===== config.mk =====
export PLATFORM = sky130hd
export DESIGN_NAME = burst_seq
export DESIGN_NICKNAME = d
export VERILOG_FILES = /design/src/rtl/burst_seq.sv
export SDC_FILE = /design/constraint.sdc
export NUM_CORES = 1
export LEC_CHECK = 0
export ABC_AREA = 1
export CORE_ASPECT_RATIO = 0.9
export CORE_MARGIN = 3
export CORE_UTILIZATION = 60
export DETAILED_ROUTE_END_ITERATION = 8
export DONT_BUFFER_PORTS = 1
export PLACE_DENSITY = 0.88
export SYNTH_ARGS = -nofsm -noshare
export SYNTH_HDL_FRONTEND = slang
export SYNTH_SLANG_ARGS = --single-unit

===== constraint.sdc =====
create_clock -name clk -period 2.1 [get_ports clk]
set_input_delay 0.21 -clock clk [delete_from_list [all_inputs] [get_ports clk]]
set_output_delay 0.21 -clock clk [all_outputs]
set_load 0.01 [all_outputs]

===== src/rtl/burst_seq.sv =====
module burst_seq #(
  parameter int ADDR_W = 32,
  parameter int DATA_W = 32,
  parameter int MAX_BEATS = 16,
  localparam int BEAT_W = $clog2(MAX_BEATS + 1)
) (
  input  logic              clk,
  input  logic              rst_n,
  input  logic              cmd_valid,
  output logic              cmd_ready,
  input  logic [ADDR_W-1:0] cmd_addr,
  input  logic              cmd_write,
  input  logic [2:0]        cmd_size,
  input  logic              cmd_wrap,
  input  logic [BEAT_W-1:0] cmd_beats,
  input  logic              stall,
  input  logic [DATA_W-1:0] wdata_in,
  output logic              wd_pop,
  input  logic              bus_ready,
  output logic [ADDR_W-1:0] bus_addr,
  output logic [1:0]        bus_trans,
  output logic              bus_write,
  output logic [2:0]        bus_size,
  output logic [2:0]        bus_burst,
  output logic [DATA_W-1:0] bus_wdata
);

  localparam logic [1:0] TR_IDLE = 2'b00;
  localparam logic [1:0] TR_BUSY = 2'b01;
  localparam logic [1:0] TR_NSEQ = 2'b10;
  localparam logic [1:0] TR_SEQ  = 2'b11;

  logic [BEAT_W-1:0] rem, beats_eff;
  logic [ADDR_W-1:0] wmask, new_mask, step_addr, next_addr;
  logic [2:0]        new_burst;
  logic              wrap_ok, beat, last, take;

  assign beat      = bus_trans[1];
  assign last      = beat && (rem == '0);
  assign cmd_ready = bus_ready && ((bus_trans == TR_IDLE) || last);
  assign take      = cmd_valid && cmd_ready;
  assign wd_pop    = bus_ready && beat && bus_write;

  assign beats_eff = (cmd_beats == '0) ? BEAT_W'(1) : cmd_beats;
  assign wrap_ok   = cmd_wrap && (cmd_beats == BEAT_W'(4) || cmd_beats == BEAT_W'(8) ||
                                  cmd_beats == BEAT_W'(16));
  assign new_mask  = wrap_ok ? ((ADDR_W'(cmd_beats) << cmd_size) - ADDR_W'(1)) : '1;
  assign step_addr = bus_addr + (ADDR_W'(1) << bus_size);
  assign next_addr = (bus_addr & ~wmask) | (step_addr & wmask);

  always_comb begin
    new_burst = 3'd1;
    if (beats_eff == BEAT_W'(1))       new_burst = 3'd0;
    else if (cmd_beats == BEAT_W'(4))  new_burst = wrap_ok ? 3'd2 : 3'd3;
    else if (cmd_beats == BEAT_W'(8))  new_burst = wrap_ok ? 3'd4 : 3'd5;
    else if (cmd_beats == BEAT_W'(16)) new_burst = wrap_ok ? 3'd6 : 3'd7;
  end

  always_ff @(posedge clk or negedge rst_n) begin
    if (!rst_n) begin
      bus_trans <= TR_IDLE;
      bus_addr  <= '0;
      bus_write <= 1'b0;
      bus_size  <= 3'd0;
      bus_burst <= 3'd0;
      bus_wdata <= '0;
      rem       <= '0;
      wmask     <= '1;
    end else if (bus_ready) begin
      if (beat && bus_write) bus_wdata <= wdata_in;
      if (take) begin
        bus_trans <= TR_NSEQ;
        bus_addr  <= cmd_addr;
        bus_write <= cmd_write;
        bus_size  <= cmd_size;
        bus_burst <= new_burst;
        wmask     <= new_mask;
        rem       <= beats_eff - BEAT_W'(1);
      end else if (beat && rem != '0) begin
        bus_addr  <= next_addr;
        rem       <= rem - BEAT_W'(1);
        bus_trans <= stall ? TR_BUSY : TR_SEQ;
      end else if (bus_trans == TR_BUSY) begin
        bus_trans <= stall ? TR_BUSY : TR_SEQ;
      end else begin
        bus_trans <= TR_IDLE;
      end
    end
  end


  first_nonseq_chk: assert property (@(posedge clk) disable iff (!rst_n)
    (cmd_valid && cmd_ready) |=> (bus_trans == TR_NSEQ));


  seq_has_lead_chk: assert property (@(posedge clk) disable iff (!rst_n)
    (bus_trans == TR_SEQ || bus_trans == TR_BUSY) |-> ($past(bus_trans) != TR_IDLE));


  seq_ctrl_chk: assert property (@(posedge clk) disable iff (!rst_n)
    (bus_trans == TR_SEQ && $past(bus_ready)) |->
      ($stable(bus_write) && $stable(bus_size) && $stable(bus_burst)));


  incr_step_chk: assert property (@(posedge clk) disable iff (!rst_n)
    (bus_trans == TR_SEQ && $past(bus_trans[1]) && $past(bus_ready) && bus_burst[0]) |->
      (bus_addr == $past(bus_addr) + (ADDR_W'(1) << bus_size)));


  busy_addr_chk: assert property (@(posedge clk) disable iff (!rst_n)
    ($past(bus_trans) == TR_BUSY && bus_trans == TR_SEQ) |-> $stable(bus_addr));


  wait_hold_chk: assert property (@(posedge clk) disable iff (!rst_n)
    !bus_ready |=> ($stable(bus_addr) && $stable(bus_trans) && $stable(bus_write) &&
                    $stable(bus_size)));


  wdata_hold_chk: assert property (@(posedge clk) disable iff (!rst_n)
    !bus_ready |=> $stable(bus_wdata));

endmodule


==> summary.md <==
| Metric | Value |
|---|---|
| Status | finished with violations |
| Failing checks | negative hold slack, negative setup slack |
| Port-buffer cells | 0 |
| Setup violators final | 27 |
| Final worst slack | -0.3153 ns |
| Antenna Nets Post-Route | 0 |
| Finished Layout Cells | around 1100 |
| Die Footprint | roughly 0.012 mm2 |
| Critical Path Source Type | register |
| Final min period | between 2 and 2.5 ns |
| Synth Area per Inst | 6.852 um2 |
| CTS Buffer Depth | 2 |
| Wire length on met3 | 2697 um |
| Max rail drop VDD | 1.267 mV |
| H-tree Lvls | 3 |
| Placed cell area | approximately 0.0066 mm2 |
| Overall Global Routing Usage | 31.45% |
| Die span in x | 113.9 um |
| P&R area growth vs syn | 25.86% |
| Share of cells above drive strength 1 | ~22% |
| Crit end category | register |
| Placer Congestion | 0.9711 |
| DR top layer | met4 |
| Drt first pass iters | 6 |
| Hold-fix buffers, CTS | 32 |
| PD cells | 1422 mW/mm2 |
| Clk_lat worst skew | 0.36 ns |
| Drt wl/cell | 19.10 um |
| Worst endpoint required time | approximately 2.4 ns |
| WP data arrival | 2.71 ns |
| Initial antenna violation count | 0 |
| Footprint of the multi-input gates | 0.003573 mm2 |
| Filler cells | 579 |
| Max FO, Critical Path | 6 |
| RSZ-0062 raised after global routing | yes |
| Slew of the pin with the lowest slew margin | 0.5437 ns |
| Root buffer cell | clkbuf_16 |
| Predominant post-synthesis flop cell | dfrtp_1 |
| Clk sinks | slightly above 100 |
| Synthesis Warnings | 0 |
| Vias | just under 7000 |
| Core Region | 0.009955 mm2 |
| Register Area | 0.002560 mm2 |
| Clock transition at the registers of the reported paths | about 0.080 ns |
| P_leak | 4.092 nW |
| ANT cells | 0 |
| Final Util | 79.52% |
| CTS tree | yes |
| Vias in the first global route | between 6000 and 7000 |
| Post-route DRC | 0 |
| Number of flops mapped to enable cells by yosys | 0 |
| First DRT Iteration DRCs | 943 |
| CP Class | register to register |
| Total gr overflow | 0 |
| Netlist cell types | 43 |
| FFs w/ async S/R, synth | 100.0% |
| Type of the most critical hold path | primary input to asynchronous set/reset pin |
| Clock skew | between 0.01 and 0.015 ns |
| Initial Util | 63.19% |
| # placed instances | 1054 |
| DP HPWL | 11960 um |
| DIE HEIGHT | 103.1 um |
| First-pass GRT wire length | 29260 um |
| M1 wire length | 7520 um |
| Syn nets | 1011 |
| Hold Worst Slack | -0.4623 ns |
| Pin count of the biggest net entering global routing | 102 |
| Final worst path period share | 115.0% |
| Number of I/O pins | approximately 150 |
| Peak Freq | 0.4140 GHz |
| Detailed Route WL | 21580 um |
| CTS Buf Count | 9 |
| Final nets | 1092 |
| Fin area | 0.007916 mm2 |
| Post-Syn Instances | 918 |
| Flops & latches, synth | 101 |
| WL met2 | 10190 um |
| Vias per cell | slightly above 6 |
| Max-cap violations | 0 |
| Hold Violations, Final | 103 |
| Rows | 34 |
| Sequential share of the synthesized area | 40.64% |
| Rel. slew slack | 63.63% |
| Pins over their slew limit | 0 |
| Synth Cell Area | between 0.006 and 0.007 mm2 |
==> layout make-up <==
cell class | instances | area share, %
clock buffer | 9 | 2.845
inverter | 106 | 5.279
clock inverter | 7 | 0.9957
timing repair buffer | 92 | 11.41
tap | 126 | 1.991
multi-input combinational | 689 | 45.14
sequential | 101 | 32.34
==> worst max-delay path, cell delays in order (launching register included) <==
cell     delay [ns]
dfrtp_2        0.49
inv_4          0.14
nor3_2         0.05
ha_1           0.38
nand2_1        0.18
o21ai_0        0.34
nand2_1        0.17
buf_4          0.18
a21oi_4        0.15
nand3_1        0.10
nand2_1        0.07
nand2_1        0.05
nand2_1        0.06
==> metal layers <==
layer | track usage [%] | vias to the layer above
met4 | 12.24 | 0
met2 | 52.52 | 532
li1 | - | 3055
met1 | 38.70 | 3119
met3 | 9.448 | 130
met5 | 0 | -
==> power by group <==
group | total (mW) | leakage, nW | switching [mW] | internal [mW]
Clock | 1.71 | 0.148 | 0.867 | 0.848
Combinational | 5.26 | 2.74 | 3.08 | 2.18
Sequential | 4.28 | 1.21 | 1.29 | 2.99
Total | 11.3 | 4.09 | 5.24 | 6.02
==> Yosys cell counts (all sizes together) (8+ instances only) <==
library cell    n  share of area, %
o21ai          59               5.1
nor3           19               1.9
or2             8              0.80
a21oi          32               2.5
dfstp          23               9.6
ha             13               2.6
buf            16               1.7
nand2         392                24
nor2           67               4.2
nand3          58               5.0
dfrtp          78                31
inv           106               6.3
==> worst paths after layout <==
check	startpoint	to	slack, ns	cells past startpoint
min reg2reg	wmask[27]	wmask[27]	0.50	2
max in group asynchronous	rst_n	wmask[11]	2.32	0
max reg2reg	bus_size[2]	register	-0.32	12
max	bus_size[2]	register	-0.32	12
min	rst_n	asynchronous set/reset pin	-0.46	0
min in group clk	cmd_addr[7]	register	0	2
==> per-stage QoR <==
stage | power, mW | TNS, ns | setup slack, ns | hold WS (ns)
2_1_floorplan | 6.778 | 0 | 0.04897 | -0.08559
3_3_place_gp | 7.866 | -0.1309 | -0.05379 | -0.08287
3_5_place_dp | 8.042 | -1.527 | -0.1314 | -0.08258
4_1_cts | 10.11 | 0 | 0.002395 | -0.4590
5_1_grt | 11.92 | -5.945 | -0.3407 | -0.4737
6_report | 11.26 | -3.457 | -0.3153 | -0.4623
==> what timing repair did <==
action | CTS | global route
setup buffers | 9 | 16
hold endpoints to repair | 133 | 101
gates resized for setup | 40 | 79
cloned | 0 | 3
pin swaps | 23 | 37
endpoints found under the setup margin | 30 | 44
==> logic make-up after synthesis <==
| family | synth area share (%) |
|---|---|
| AND/OR/NAND/NOR | 37.56 |
| flip-flops | 40.64 |
| adder cells (fa/ha/maj) | 2.904 |
| AO/OA/AOI/OAI | 9.728 |
| XOR/XNOR | 0.8355 |
| buffers and inverters | 8.335 |
==> cell usage in the layout, fill, tap and decap left out, drive strengths merged <==
cell,synthesis,routed
nand2,392,392
inv,106,109
dfrtp,78,78
nor2,67,67
o21ai,59,59
nand3,58,58
buf,16,57
dlygate4sd3,0,32
a21oi,32,32
dfstp,23,23
nor3,19,19
ha,13,13
clkbuf,6,12
or2,8,8
nand3b,7,7
nand4,5,5
a31oi,4,4
xor2,4,4
a21boi,4,4
clkinv,0,4
o21a,3,3
xnor2,2,2
o22ai,2,2
and2,2,2
a21o,1,1
o211ai,1,1
and3,1,1
nor3b,1,1
a22oi,1,1
o22a,1,1
o221ai,1,1
fa,1,1
(Power assumes the default switching activity.)
